**src/rtl/serial_regport_pkg.sv**
```systemverilog
// Package: shared widths, register indices, command actions and check fold.
package serial_regport_pkg;
    parameter int BYTE_W  = 8;
    parameter int NUM_REG = 16;
    parameter int NUM_CH  = 2;
    localparam int PTR_W  = $clog2(NUM_REG);

    localparam logic [PTR_W-1:0] IDX_CMD    = 4'd0;
    localparam logic [PTR_W-1:0] IDX_INTCFG = 4'd1;
    localparam logic [PTR_W-1:0] IDX_VEC    = 4'd2;
    localparam logic [PTR_W-1:0] IDX_PEND   = 4'd3;
    localparam logic [PTR_W-1:0] IDX_DATA   = 4'd8;
    localparam logic [PTR_W-1:0] IDX_MASTER = 4'd9;
    localparam logic [PTR_W-1:0] IDX_CHK    = 4'd10;
    localparam logic [PTR_W-1:0] IDX_TCLO   = 4'd12;
    localparam logic [PTR_W-1:0] IDX_TCHI   = 4'd13;
    localparam logic [PTR_W-1:0] IDX_STEN   = 4'd15;

    // Actions decoded from one pointer-0 control write
    typedef struct packed {
        logic point_hi;
        logic clr_ext;
        logic clr_txip;
        logic clr_err;
        logic clr_rxip;
        logic clr_rxchk;
        logic clr_txchk;
        logic clr_undr;
    } cmd_t;

    // XOR fold of a byte into a check nibble
    function automatic logic [3:0] fold_nib(input logic [BYTE_W-1:0] d);
        return d[7:4] ^ d[3:0];
    endfunction
endpackage

```
**src/rtl/serial_cmd_decode.sv**
```systemverilog
// Module: serial_cmd_decode
// Splits a pointer-0 control write into the next pointer value and a set of
// clear actions. Assumes en is asserted only for control writes with pointer 0.
module serial_cmd_decode
    import serial_regport_pkg::*;
(
    input  logic              en,
    input  logic [BYTE_W-1:0] wdata,
    output cmd_t              cmd,
    output logic [PTR_W-1:0]  next_ptr
);
    logic [2:0] code_lo;
    logic [1:0] code_hi;

    assign code_lo = wdata[5:3];
    assign code_hi = wdata[7:6];

    // Decode both command fields into individual actions
    always_comb begin
        cmd           = '0;
        cmd.point_hi  = en && (code_lo == 3'd1);
        cmd.clr_ext   = en && (code_lo == 3'd2);
        cmd.clr_txip  = en && (code_lo == 3'd5);
        cmd.clr_err   = en && (code_lo == 3'd6);
        cmd.clr_rxip  = en && (code_lo == 3'd7);
        cmd.clr_rxchk = en && (code_hi == 2'd1);
        cmd.clr_txchk = en && (code_hi == 2'd2);
        cmd.clr_undr  = en && (code_hi == 2'd3);
    end

    // Pointer: low three bits, upper bank selected by the point-high code
    assign next_ptr = {cmd.point_hi, wdata[2:0]};
endmodule

```
**src/rtl/serial_chan_regs.sv**
```systemverilog
// Module: serial_chan_regs
// One channel: pointer sequencer, private write-register file, read mux and
// stub receive/transmit/status latches. Assumes at most one of bus access and
// chan_rst matters per cycle (chan_rst wins). Shared registers are stored by
// the parent; this module reports register writes through wr_stb/wr_idx.
module serial_chan_regs
    import serial_regport_pkg::*;
(
    input  logic              clk,
    input  logic              rst_n,
    input  logic              chan_rst,
    input  logic              acc,
    input  logic              we,
    input  logic              port_sel,
    input  logic [BYTE_W-1:0] wdata,
    input  logic [BYTE_W-1:0] rr2_in,
    input  logic [BYTE_W-1:0] rr3_in,
    input  logic              rx_valid,
    input  logic [BYTE_W-1:0] rx_data,
    input  logic              rx_perr,
    input  logic              tx_done,
    input  logic              ext_evt,
    output logic [BYTE_W-1:0] rdata,
    output logic [PTR_W-1:0]  ptr,
    output logic [2:0]        ip,
    output logic              wr_stb,
    output logic [PTR_W-1:0]  wr_idx
);
    logic [BYTE_W-1:0] cfg [NUM_REG];
    logic [BYTE_W-1:0] rx_buf;
    logic              rx_full, tx_empty, undr, perr_q, ovr;
    logic              rx_ip, tx_ip, ext_ip;
    logic [3:0]        rx_chk, tx_chk;
    logic              ctl_acc, reg_wr, reg_rd, cmd_en, data_rd, data_wr;
    logic [PTR_W-1:0]  next_ptr;
    logic [PTR_W-1:0]  rd_idx;
    cmd_t              cmd;

    // Classify the current bus access
    always_comb begin
        ctl_acc = acc && !port_sel;
        cmd_en  = ctl_acc && we && (ptr == IDX_CMD);
        reg_wr  = ctl_acc && we && (ptr != IDX_CMD);
        reg_rd  = ctl_acc && !we && (ptr != IDX_CMD);
        data_rd = (acc && port_sel && !we) || (reg_rd && ptr == IDX_DATA);
        data_wr = (acc && port_sel && we) || (reg_wr && ptr == IDX_DATA);
    end

    serial_cmd_decode u_dec (
        .en       (cmd_en),
        .wdata    (wdata),
        .cmd      (cmd),
        .next_ptr (next_ptr)
    );

    assign wr_stb = reg_wr;
    assign wr_idx = ptr;
    assign ip     = {rx_ip, tx_ip, ext_ip};

    // Pointer: load on pointer-0 write, fall back to 0 after any indexed access
    always_ff @(posedge clk) begin
        if (!rst_n || chan_rst)
            ptr <= '0;
        else if (cmd_en)
            ptr <= next_ptr;
        else if (ctl_acc && ptr != IDX_CMD)
            ptr <= '0;
    end

    // Private write-register file (shared and buffer indices skipped)
    always_ff @(posedge clk) begin
        if (!rst_n || chan_rst) begin
            for (int i = 0; i < NUM_REG; i++) cfg[i] <= '0;
        end else if (reg_wr && ptr != IDX_DATA && ptr != IDX_VEC && ptr != IDX_MASTER) begin
            cfg[ptr] <= wdata;
        end
    end

    // Stub datapath latches, then command clears taking precedence
    always_ff @(posedge clk) begin
        if (!rst_n || chan_rst) begin
            rx_buf <= '0; rx_full <= 1'b0; tx_empty <= 1'b1; undr <= 1'b0;
            perr_q <= 1'b0; ovr <= 1'b0; rx_ip <= 1'b0; tx_ip <= 1'b0;
            ext_ip <= 1'b0; rx_chk <= '0; tx_chk <= '0;
        end else begin
            if (rx_valid) begin
                if (rx_full && !data_rd) ovr <= 1'b1;
                rx_buf  <= rx_data;
                rx_full <= 1'b1;
                if (rx_perr) perr_q <= 1'b1;
                if (cfg[IDX_INTCFG][4]) rx_ip <= 1'b1;
                rx_chk <= rx_chk ^ fold_nib(rx_data);
            end else if (data_rd) begin
                rx_full <= 1'b0;
            end
            if (data_wr) begin
                tx_empty <= 1'b0;
                tx_ip    <= 1'b0;
                tx_chk   <= tx_chk ^ fold_nib(wdata);
            end else if (tx_done) begin
                if (tx_empty) undr <= 1'b1;
                else begin
                    tx_empty <= 1'b1;
                    if (cfg[IDX_INTCFG][1]) tx_ip <= 1'b1;
                end
            end
            if (ext_evt && cfg[IDX_INTCFG][0]) ext_ip <= 1'b1;
            if (cmd.clr_ext)   ext_ip <= 1'b0;
            if (cmd.clr_txip)  tx_ip  <= 1'b0;
            if (cmd.clr_err)   begin perr_q <= 1'b0; ovr <= 1'b0; end
            if (cmd.clr_rxip)  rx_ip  <= 1'b0;
            if (cmd.clr_rxchk) rx_chk <= '0;
            if (cmd.clr_txchk) tx_chk <= '0;
            if (cmd.clr_undr)  undr   <= 1'b0;
        end
    end

    // Read mux: data port maps to index 8, control port to the pointer
    always_comb begin
        rd_idx = port_sel ? IDX_DATA : ptr;
        case (rd_idx)
            IDX_CMD:    rdata = {1'b0, undr, 3'b000, tx_empty, 1'b0, rx_full};
            IDX_INTCFG: rdata = {2'b00, ovr, perr_q, 3'b000, tx_empty};
            IDX_VEC:    rdata = rr2_in;
            IDX_PEND:   rdata = rr3_in;
            IDX_DATA:   rdata = rx_buf;
            IDX_CHK:    rdata = {tx_chk, rx_chk};
            IDX_TCLO:   rdata = cfg[IDX_TCLO];
            IDX_TCHI:   rdata = cfg[IDX_TCHI];
            IDX_STEN:   rdata = cfg[IDX_STEN];
            default:    rdata = '0;
        endcase
    end

    // an indexed control access always hands the pointer back to 0
    a_r2_ptr_returns: assert property (@(posedge clk) disable iff (!rst_n)
        (ctl_acc && ptr != IDX_CMD && !chan_rst) |=> (ptr == IDX_CMD));

    // data-port traffic never moves the pointer
    a_r4_data_keeps_ptr: assert property (@(posedge clk) disable iff (!rst_n)
        (acc && port_sel && !chan_rst) |=> (ptr == $past(ptr)));

    // a data-port write leaves the transmitter busy
    a_r4_tx_busy: assert property (@(posedge clk) disable iff (!rst_n)
        (acc && port_sel && we && !chan_rst) |=> !tx_empty);

    // a byte landing on a full unread buffer raises overrun
    a_r12_overrun: assert property (@(posedge clk) disable iff (!rst_n)
        (rx_valid && rx_full && !data_rd && !chan_rst && !cmd.clr_err) |=> ovr);
endmodule

```
**src/rtl/serial_regport.sv**
```systemverilog
// Module: serial_regport
// Top of the indirect register port: two channel instances, the shared vector
// and master registers, reset decoding, pending summary and interrupt output.
// Assumes one bus access per strobe cycle; bus_rdata is combinational.
module serial_regport
    import serial_regport_pkg::*;
(
    input  logic                      clk,
    input  logic                      rst_n,
    input  logic                      bus_cs,
    input  logic                      bus_we,
    input  logic                      bus_chan,
    input  logic                      bus_port,
    input  logic [BYTE_W-1:0]         bus_wdata,
    output logic [BYTE_W-1:0]         bus_rdata,
    input  logic [NUM_CH-1:0]         rx_valid,
    input  logic [NUM_CH*BYTE_W-1:0]  rx_data,
    input  logic [NUM_CH-1:0]         rx_perr,
    input  logic [NUM_CH-1:0]         tx_done,
    input  logic [NUM_CH-1:0]         ext_evt,
    output logic                      irq
);
    localparam int CH_A = 0;
    localparam int CH_B = 1;

    logic [BYTE_W-1:0] ch_rdata [NUM_CH];
    logic [PTR_W-1:0]  ch_ptr   [NUM_CH];
    logic [PTR_W-1:0]  ch_widx  [NUM_CH];
    logic [2:0]        ch_ip    [NUM_CH];
    logic [NUM_CH-1:0] ch_wstb, ch_rst, ch_acc;
    logic [BYTE_W-1:0] vec_q;
    logic [5:0]        master_q;
    logic [BYTE_W-1:0] rr3;
    logic              wr_vec, wr_master, hw_rst;

    // Route shared-register writes from whichever channel issued them
    always_comb begin
        wr_vec    = 1'b0;
        wr_master = 1'b0;
        for (int c = 0; c < NUM_CH; c++) begin
            if (ch_wstb[c] && ch_widx[c] == IDX_VEC)    wr_vec    = 1'b1;
            if (ch_wstb[c] && ch_widx[c] == IDX_MASTER) wr_master = 1'b1;
        end
        hw_rst       = wr_master && (bus_wdata[7:6] == 2'b11);
        ch_rst[CH_A] = wr_master && bus_wdata[7];
        ch_rst[CH_B] = wr_master && bus_wdata[6];
    end

    // Shared vector and master registers, cleared by full reset
    always_ff @(posedge clk) begin
        if (!rst_n || hw_rst) begin
            vec_q    <= '0;
            master_q <= '0;
        end else begin
            if (wr_vec)    vec_q    <= bus_wdata;
            if (wr_master) master_q <= bus_wdata[5:0];
        end
    end

    // Pending summary, A flags in the upper group
    assign rr3 = {2'b00, ch_ip[CH_A], ch_ip[CH_B]};

    generate
        for (genvar c = 0; c < NUM_CH; c++) begin : g_chan
            assign ch_acc[c] = bus_cs && (bus_chan == c[0]);
            serial_chan_regs u_chan (
                .clk      (clk),
                .rst_n    (rst_n),
                .chan_rst (ch_rst[c]),
                .acc      (ch_acc[c]),
                .we       (bus_we),
                .port_sel (bus_port),
                .wdata    (bus_wdata),
                .rr2_in   (vec_q),
                .rr3_in   ((c == CH_A) ? rr3 : '0),
                .rx_valid (rx_valid[c]),
                .rx_data  (rx_data[c*BYTE_W +: BYTE_W]),
                .rx_perr  (rx_perr[c]),
                .tx_done  (tx_done[c]),
                .ext_evt  (ext_evt[c]),
                .rdata    (ch_rdata[c]),
                .ptr      (ch_ptr[c]),
                .ip       (ch_ip[c]),
                .wr_stb   (ch_wstb[c]),
                .wr_idx   (ch_widx[c])
            );
        end
    endgenerate

    // Read return and interrupt request
    assign bus_rdata = (bus_cs && !bus_we) ? ch_rdata[bus_chan] : '0;
    assign irq       = master_q[3] && ((ch_ip[CH_A] | ch_ip[CH_B]) != 3'b000);

    // the pending summary never leaks out through channel B
    a_r9_rr3_b_zero: assert property (@(posedge clk) disable iff (!rst_n)
        (bus_cs && !bus_we && bus_chan && !bus_port && ch_ptr[CH_B] == IDX_PEND)
        |-> (bus_rdata == '0));

    // full reset clears both shared registers
    a_r8_hw_clears_shared: assert property (@(posedge clk) disable iff (!rst_n)
        hw_rst |=> (vec_q == '0 && master_q == '0));

    // the interrupt line stays low while master enable is off
    a_r7_irq_masked: assert property (@(posedge clk) disable iff (!rst_n)
        (wr_master && !bus_wdata[3] && !hw_rst) |=> !irq);
endmodule

```
**config.mk**
```make
export PLATFORM = sky130hd
export DESIGN_NAME = serial_regport
export DESIGN_NICKNAME = d
export VERILOG_FILES = /design/src/rtl/serial_regport_pkg.sv /design/src/rtl/serial_cmd_decode.sv /design/src/rtl/serial_chan_regs.sv /design/src/rtl/serial_regport.sv
export SDC_FILE = /design/constraint.sdc
export NUM_CORES = 1
export LEC_CHECK = 0
export ABC_AREA = 1
export BUFFER_PORTS_ARGS = -buffer_cell sky130_fd_sc_hd__buf_2
export CORE_MARGIN = 4
export CORE_UTILIZATION = 47
export CTS_BUF_LIST = sky130_fd_sc_hd__clkbuf_4 sky130_fd_sc_hd__clkbuf_8 sky130_fd_sc_hd__clkbuf_16
export CTS_CLUSTER_SIZE = 24
export DETAILED_ROUTE_END_ITERATION = 6
export SLEW_MARGIN = 0
export SYNTH_ARGS = -nofsm -noshare
export SYNTH_HDL_FRONTEND = slang
export SYNTH_SLANG_ARGS = --single-unit
```
**constraint.sdc**
```tcl
create_clock -name clk -period 2.5 [get_ports clk]
set_clock_uncertainty 0.1 [all_clocks]
set_input_delay 0.5 -clock clk [delete_from_list [all_inputs] [get_ports clk]]
set_output_delay 0.5 -clock clk [all_outputs]
set_load 0.03 [all_outputs]
```
---- Yosys cells after proc, flatten, opt, wreduce, memory -nomap -nowiden ----
Memory sizes are Yosys's and may differ from the RTL's.
Cells that the tools add are included.
operators by class
  add/subtract/negate cells ............... 0
  multiply operators ...................... 0
  div/mod/pow operators ................... 0
  order comparisons ....................... 1
  eq/ne operators ......................... 35
  shift-type cells ........................ 0
  multiplexer cells ....................... 40
  bitwise operators ....................... 14
  reductions and logical operators ........ 112
operators with widths
  kind                                                   count
  case mux 8 bit (9 select lines)                        1
  case mux 8 bit (8 select lines)                        1
  logical AND 1 bit                                      61
  equality test 4 bit, second input constant             14
  two-way mux 8 bit                                      6
  two-way mux 4 bit                                      8
  XOR 4 bit                                              7
  two-way mux 1 bit                                      24
  OR reduction 2 bit                                     12
  equality test 4 x 2 -> 1 bit, second input constant    5
  logical NOT 4 bit                                      4
  inequality test 4 bit, second input constant           4
  OR reduction 8 bit                                     2
  AND reduction 2 bit                                    6
  AND reduction 3 bit                                    4
  nonzero test 2 bit                                     6
  equality test 3 bit, second input constant             3
  equality test 4 x 1 -> 1 bit, second input constant    2
  inequality test 4 x 2 -> 1 bit, second input constant  2
  nonzero test 4 bit                                     2
  logical OR 1 bit                                       7
  OR reduction 3 bit                                     2
  logical NOT 1 bit                                      5
  inverter 1 bit                                         5
  8 further kinds                                        9
storage, ports and cells
  register bits after elaboration ......... 68
  bits in latches ......................... 0
  bits in writable memories ............... 256
  bits in read-only memories .............. 0
  bits of input ports ..................... 38
  logic and storage cells ................. 230
  memories kept ........................... 2
memories
  name                  depth  width  rd ports  clocked after Yosys merged registers in  wr ports  line                    RTL
  g_chan[0].u_chan.cfg  16     8      4         0                                        16        serial_chan_regs.sv:29  logic [BYTE_W-1:0] cfg [NUM_REG];
  g_chan[1].u_chan.cfg  16     8      4         0                                        16        serial_chan_regs.sv:29

---- Logic depth before layout (Yosys ltp) ----
Gate-level depths: netlist of the first run.
  word-level depth ........................ 14
  depth in mapped cells ................... 10
  mapped depth without buffers ............ 10

---- By module ----
From an unflattened synthesis of the first run, not the netlist that was laid out.
second synthesis, totals
  cell total of the unflattened synthesis .. 982
  area total of the unflattened synthesis .. 6991.7 µm²
modules (own cells, without submodules)
  module                                instances  cells each  area each (µm²)  seq. area each (µm²)
  serial_chan_regs at g_chan[1].u_chan  1          407         3057.9           1371.3
  serial_chan_regs at g_chan[0].u_chan  1          406         2980.4           1371.3
  serial_regport                        1          123         750.7            180.2
  serial_cmd_decode                     2          23          101.3            0.0

---- Least setup slack after synthesis of the first run ----
OpenSTA, ideal clock, no wires.
  kind .................................... in2out
  start ................................... in bus_port
  end ..................................... out bus_rdata[7]
  arrival time ............................ 1838 ps
  required time ........................... 1900 ps
  setup slack ............................. 62 ps
  cell stages on the path ................. 8
  path buffers ............................ 1
  cells stage by stage .................... buf_2 -> nor3_1 -> nand2_1 -> nand2_1 -> inv_1 -> nand3_1 -> nand2_1 -> nor2_1
between the ends
  longest elaborated chain between the ends .. 7
  elaborated cells between the ends (all ways) .. 25
RTL lines
  element                                                                             line                     RTL
  from (decl)                                                                         serial_regport.sv:13     input logic bus_port,
  two-way mux 4 bit                                                                   serial_chan_regs.sv:120  rd_idx = port_sel ? IDX_DATA : ptr;
  equality test 4 bit (tied with other cells)                                         serial_chan_regs.sv:121  case (rd_idx)
  case mux 8 bit (9 select lines) or case mux 8 bit (8 select lines) (tied branches)  serial_chan_regs.sv:121
  two-way mux 8 bit (implied by the code) (*) (3 in a row)                            serial_regport.sv:91     assign bus_rdata = (bus_cs && !bus_we) ? ch_rdata[bus_chan] : '0;
  two-way mux 8 bit (*)                                                               serial_regport.sv:91
  to (decl)                                                                           serial_regport.sv:15     output logic [BYTE_W-1:0] bus_rdata,
Every way passes the cells marked *; elsewhere a longest branch is shown, timed or not. The select of a mux whose other input is x is not followed.

---- Final worst setup path of the first run ----
  start ................................... reg g_chan[1].u_chan.ptr[0]
  end ..................................... out bus_rdata[3]
between the ends
  longest elaborated chain between the ends .. 7
  elaborated cells between the ends (all ways) .. 14
RTL lines
  element                                                   line                     RTL
  from (decl)                                               serial_chan_regs.sv:24   output logic [PTR_W-1:0] ptr,
  from (signal assigned)                                    serial_chan_regs.sv:65   ptr <= next_ptr;
  two-way mux 4 bit (*)                                     serial_chan_regs.sv:120
  equality test 4 bit (tied with other cells)               serial_chan_regs.sv:121
  case mux 8 bit (8 select lines) (*)                       serial_chan_regs.sv:121
  two-way mux 8 bit (implied by the code) (*) (3 in a row)  serial_regport.sv:91
  two-way mux 8 bit (*)                                     serial_regport.sv:91
Marked as above.

==> results of run 1 <==
synth_stat cells, drive strengths merged:
master | count | area [µm²]
clkinv | 6 | 22.52
a21oi | 42 | 244.0
nand3b | 1 | 7.510
a22oi | 5 | 37.54
nand2 | 266 | 1065
a21boi | 2 | 15.01
o31ai | 1 | 7.510
nand3 | 39 | 205.2
nor2 | 180 | 729.4
inv | 52 | 197.7
nor3 | 15 | 102.6
xnor2 | 14 | 122.6
a31oi | 2 | 12.51
o21ai | 8 | 51.30
o211ai | 9 | 67.56
o21bai | 3 | 22.52
dfxtp | 65 | 1301
xor2 | 6 | 52.55
edfxtp | 54 | 1622
buf | 9 | 61.31
nand4 | 19 | 204.0
clkbuf | 5 | 18.77
timing repair:
item | in CTS | in global routing
buffers inserted | 12 | 2
resized for setup | 79 | 23
pin swaps | 22 | 16
hold buffers | 0 | 0
hold endpoints to repair | 0 | 0
endpoints found under the setup margin | 8 | 8
cell families after synthesis:
group	count (synthesis)	synth area share, %
buf+inv	72	4.867
flops	119	47.37
simple gates	520	37.50
xor+xnor	20	2.839
compound gates	72	7.422
per-stage QoR:
step | instance area [µm²] | instances | worst slack, ns | hold WS [ns]
finish | 7878 | 1098 | -0.05472 | 0.2410
global route | 7878 | 1098 | -0.1427 | 0.2559
CTS | 7800 | 1096 | -0.03250 | 0.2346
detailed placement | 6873 | 1052 | -0.1226 | 0.3599
global placement | 6873 | 1052 | -0.1191 | 0.3611
floorplan | 6170 | 803 | 0.06167 | 0.3384
where the power goes:
part / internal [mW] / total [mW] / leakage [nW] / switching, mW
logic: 0.155 / 0.455 / 2.04 / 0.300
clock network: 1.70 / 2.56 / 0.306 / 0.863
registers: 2.10 / 2.16 / 1.10 / 0.0549
layout by cell type (no fill, tap or decap), types with 3 or more instances in the layout:
cell type	n
nand2_4	9
clkinv_1	7
nand4_2	4
nor3_1	10
xnor2_1	14
nor3_2	3
nand4_1	11
a22oi_1	5
nor2_1	150
clkinv_2	5
inv_2	9
clkbuf_4	4
dfxtp_1	57
o21bai_1	3
inv_1	41
dfxtp_4	8
buf_4	57
nand2_1	227
xor2_1	6
a21oi_1	32
nand4_4	4
clkbuf_16	17
nand3_1	37
a21oi_2	10
bufinv_16	4
nor2_2	19
nand2_2	29
o211ai_1	9
o21ai_0	6
edfxtp_1	54
nor2_4	10
buf_2	38
buf_6	9
path summary, 6_finish.rpt:
kind                                                 from                                        end  slack, ns
hold / removal                                 rx_perr[1]       g_chan[1].u_chan.perr_q$_SDFFE_PP0P_       0.24
hold reg to reg   g_chan[1].u_chan.rx_buf[3]$_SDFFE_PP0P_    g_chan[1].u_chan.rx_buf[3]$_SDFFE_PP0P_       0.37
setup / recovery     g_chan[1].u_chan.ptr[0]$_SDFFE_PP0P_                               bus_rdata[3]      -0.05
setup reg to reg     g_chan[1].u_chan.ptr[2]$_SDFFE_PP0P_  g_chan[0].u_chan.cfg[15][0]$_SDFFCE_PN0P_       0.27
final cells by class:
| type | instances | area [µm²] | area share [%] |
|---|---|---|---|
| sequential | 119 | 2953 | 37.48 |
| inverter | 58 | 222.7 | 2.827 |
| multi-input combinational | 612 | 3136 | 39.80 |
| clock inverter | 11 | 156.4 | 1.985 |
| tap | 172 | 215.2 | 2.732 |
| timing repair buffer | 105 | 739.5 | 9.387 |
| clock buffer | 21 | 455.4 | 5.781 |
worst max-delay path, cell delays in order (launching register included):
cell and delay (ns):
dfxtp_4 0.38, nor2_4 0.24, nand2_2 0.10, nor2_2 0.11, buf_6 0.13, nand2_1 0.05, nand2_1 0.07, inv_1 0.04
nand2_1 0.07, nor2_1 0.04, nor2_1 0.12, buf_4 0.18
per-layer routing:
metal | vias up | global-route usage (%) | share of wire [%]
li1 | 2826 | - | -
met1 | 2761 | 39.22 | 45
met2 | 182 | 41.91 | 45
met3 | 37 | 7.788 | 7.8
met4 | 0 | 9.237 | 2.7
met5 | - | 0 | 0
state kept, by name (all words and copies together), names as in the netlist, 8 cells and up:
name,cells
g_chan.u_chan.rx_chk,8
vec_q,8
g_chan.u_chan.tx_chk,8
g_chan.u_chan.rx_buf,16
g_chan.u_chan.ptr,8
g_chan.u_chan.cfg,54
==> results_dict.tcl, run 1 <==
set metrics [dict create \
    outcome "finished with violations" \
    violations "setup timing" \
    reg2reg_depth 11 \
    area_growth_pct 27.68 \
    vias 5806 \
    post_synth_inst_count 803 \
    grt_pass1_vias 5564 \
    tightest_slew_ns 0.5632 \
    holdCritPathClass "input pin to flop" \
    firstDrtPassIters 5 \
    rsz0062_at_grt "true" \
    clk_latency_ns 0.42 \
    portBuffers 46 \
    synth-seq-cells 119 \
    grt.overflow.total 0 \
    relSlewSlack_pct 62.41 \
    fin_tns_setup_ns -0.2597 \
    crit_arrival_ns 1.95 \
    grt_max_degree 19 \
    die_w_um 122.6 \
    clk_pin_slew_ns 0.05 \
    finalHoldViolations 0 \
    antenna_found_initial 0 \
    setup_slack_ns -0.05472 \
    cts-root-buf "clkbuf_16" \
    p_per_area_nw_per_um2 656.7 \
    post-route-drc-count 0 \
    initial_utilization_pct 48.50 \
    clockBufferDepth 2 \
    htreeDepth 4 \
    rows 41 \
    cp_max_fo 7 \
    dp_hpwl_um 15170 \
    diodes 0 \
    dieArea_um2 15020 \
    cp.required_ns 1.90 \
    syn_area_um2 6170 \
    maxCapViolCount 0 \
    hold_depth 3 \
    final_core_util_pct 61.92 \
    p_total_mw 5.173 \
    period_share_pct 102.2 \
    routed_wl_um 20060 \
    final_nets 951 \
    grt_pass1_wl_um 30620 \
    cts.sinks 119 \
    min_period_ns 2.555 \
    die_h_um 122.6 \
    drt-initial-drc-count 518 \
    end_kind "primary output" \
    drtAntennaViolNets 0 \
    cts-buffers-inserted 17 \
    worstSetupPathType "flop to primary output" \
    ios 47 \
    routedWlPerCell_um 18.27 \
    track_usage_pct 27.99 \
    ys_types 41 \
    yosysWarnings 0 \
    core_um2 12720 \
    syn_area_per_cell_um2 7.683 \
    fillers 1199 \
    slew_violations 0 \
    clock.fmax_mhz 391.4 \
    drive_gt1_share_pct 27.00 \
    cts_tree "yes" \
    finalSetupViolCount 8 \
    peakVddDrop_mv 0.7003 \
    vias_per_cell 5.288 \
    syn-num-nets 841 \
    ys_seq_area_share_pct 47.37 \
    worstSetupStartpointType "flop" \
    leakage_nw 3.444 \
    place_congestion 0.9509 \
]
No activity file was read; power rests on OpenSTA's default activity.
==> run 2: changes to the inputs <==
Settings changed: CORE_ASPECT_RATIO from default to 1.25, CORE_UTILIZATION 47 to 45.
==> run 2 against run 1 <==
Compared with the run above:
- the run still ends with setup timing left
- cell area is 1.8% lower
- via count is 0.47% lower
- critical path depth is 1 lower
- clock power is 7% lower
- total power is 3.9% lower
- worst hold slack worse by 0.013 ns
- worst setup slack worse by 0.035 ns
- routed wire length is 3.4% lower
- register-to-register slack worse by 0.03 ns
- die area is 4.2% higher
- largest cell class unchanged
==> results_dict.tcl, run 2 (same netlist as run 1, synthesis figures left out) <==
set metrics [dict create \
    grt_max_degree 24 \
    cp.depth 10 \
    diodes 0 \
    slew_violations 0 \
    crit_arrival_ns 1.99 \
    cts-root-buf "clkbuf_16" \
    cts_tree "yes" \
    place_congestion 0.9713 \
    worstSetupStartpointType "flop" \
    slowest_stage "dfxtp_2" \
    drtAntennaViolNets 0 \
    cp_max_fo 5 \
    crit_chain "buf_6 -> nor2_4 -> buf_4 -> nand2_2 -> nor3_2 -> nor2_4 -> nand2_2 -> nor2_1 -> nor2_1 -> buf_4" \
    layout_common_cells "nand2_1 (239), nor2_1 (157), dfxtp_1 (57)" \
    htreeDepth 4 \
    worstPathBufferInverterCount 3 \
    post-route-drc-count 0 \
    holdCritPathClass "input pin to flop" \
    rsz0062_at_grt "true" \
    die_w_um 112.7 \
    dp_hpwl_um 14840 \
    period_share_pct 103.6 \
    firstDrtPassIters 7 \
    finalSetupViolCount 7 \
    cts.sinks 119 \
    ctsHoldBuffers 0 \
    cp.required_ns 1.90 \
    cts-buffers-inserted 17 \
    initial_utilization_pct 46.22 \
    maxCapViolCount 0 \
    largest_register_ffs 54 \
    place_ws_ns 0.002904 \
    relSlewSlack_pct 64.84 \
    ios 47 \
    finalHoldViolations 0 \
    vias_per_cell 5.312 \
    grt_pass1_vias 5712 \
    clk_pin_slew_ns 0.05 \
    fin_tns_setup_ns -0.2882 \
    top_layer "met4" \
    tightest_slew_ns 0.5269 \
    drive_gt1_share_pct 24.43 \
    peakVddDrop_mv 0.5280 \
    reg2reg_depth 10 \
    routedWlPerCell_um 17.81 \
    violations "setup timing" \
    setup_slack_ns -0.08944 \
    vias 5779 \
    antenna_found_initial 0 \
    placed_area_um2 6812 \
    routed_wl_um 19380 \
    worstSetupPathType "flop to primary output" \
    min_period_ns 2.589 \
    track_usage_pct 25.14 \
    core_um2 13350 \
    largestRegisters "g_chan.u_chan.cfg x54, g_chan.u_chan.rx_buf x16" \
    hold_depth 3 \
    regMostFlops "g_chan.u_chan.cfg" \
    drt-initial-drc-count 326 \
    area_growth_pct 25.33 \
    end_kind "primary output" \
    clk_latency_ns 0.42 \
    met2RoutedLength_um 9607 \
    layout_commonest_cell "nand2_1" \
    grt_pass1_wl_um 30250 \
    rows 47 \
    leakage_nw 3.367 \
    wl_met3_um 1104 \
    clockBufferDepth 2 \
    outcome "finished with violations" \
    slowest_delay_ns 0.34 \
    die_h_um 138.9 \
    final_nets 942 \
    fin_area_um2 7732 \
    met1_length_um 7648 \
    grt.overflow.total 0 \
    portBuffers 46 \
    crit_family "simple AND/OR/NAND/NOR gates" \
    dieArea_um2 15660 \
    p_per_area_nw_per_um2 643.2 \
    clock.fmax_mhz 386.2 \
]
[run 2: changes by cell type in the layout (fill, tap and decap cells not counted), sizes merged]
cell,delta
clkinvlp,+3
inv,+1
buf,-9
bufinv,-2
clkbuf,-2
[run 2: layout make-up]
class	instances	area, µm²
clock buffer	19	440.4
clock inverter	13	131.4
fill	1194	5617
inverter	58	222.7
multi-input combinational	612	3119
sequential	119	2948
tap	171	214.0
timing repair buffer	96	656.9
[run 2: through the flow]
| step | total power, mW | utilization, % | hold slack (ns) | cells |
|---|---|---|---|---|
| 6_report | 4.974 | 57.92 | 0.2284 | 1088 |
| 5_1_grt | 5.128 | 57.92 | 0.2357 | 1088 |
| 4_1_cts | 4.978 | 56.88 | 0.2160 | 1082 |
| 3_5_place_dp | 2.613 | 51.03 | 0.3594 | 1043 |
| 3_3_place_gp | 2.606 | 51.03 | 0.3549 | 1043 |
| 2_1_floorplan | 2.440 | - | 0.3384 | 803 |
[run 2: path summary, 6_finish.rpt]
| path | start | to | slack (ns) |
|---|---|---|---|
| worst max-delay path | g_chan[1].u_chan.ptr[3]$_SDFFE_PP0P_ | bus_rdata[2] | -0.09 |
| worst min-delay path | tx_done[0] | g_chan[0].u_chan.tx_empty$_SDFFE_PP1P_ | 0.23 |
| worst max register to register | g_chan[1].u_chan.ptr[3]$_SDFFE_PP0P_ | g_chan[1].u_chan.cfg[15][1]$_SDFFCE_PN0P_ | 0.24 |
| worst min register to register | g_chan[1].u_chan.rx_buf[3]$_SDFFE_PP0P_ | g_chan[1].u_chan.rx_buf[3]$_SDFFE_PP0P_ | 0.37 |
[run 2: what timing repair did]
action	4_1_cts	5_1_grt
endpoints found under the setup margin	8	8
resized for setup	59	23
endpoints found under the hold margin	0	0
buffers inserted	7	6
pin swaps	19	14
[run 2: metal layers]
layer	global-route usage, %	vias to the layer above
met5	0	-
met4	12.78	0
li1	-	2816
met1	29.33	2683
met3	5.412	59
met2	43.10	221
[run 2: power breakdown]
part / total, mW / internal, mW / switching, mW / leakage, nW
Clock: 2.37 / 1.48 / 0.897 / 0.273
Combinational: 0.440 / 0.148 / 0.292 / 2.00
Sequential: 2.16 / 2.11 / 0.0539 / 1.09
Total: 4.97 / 3.73 / 1.24 / 3.37
[run 2: worst min-delay path, stage by stage]
cell and delay [ns]:
buf_2 0.09, o21ai_0 0.07, nand2_1 0.06
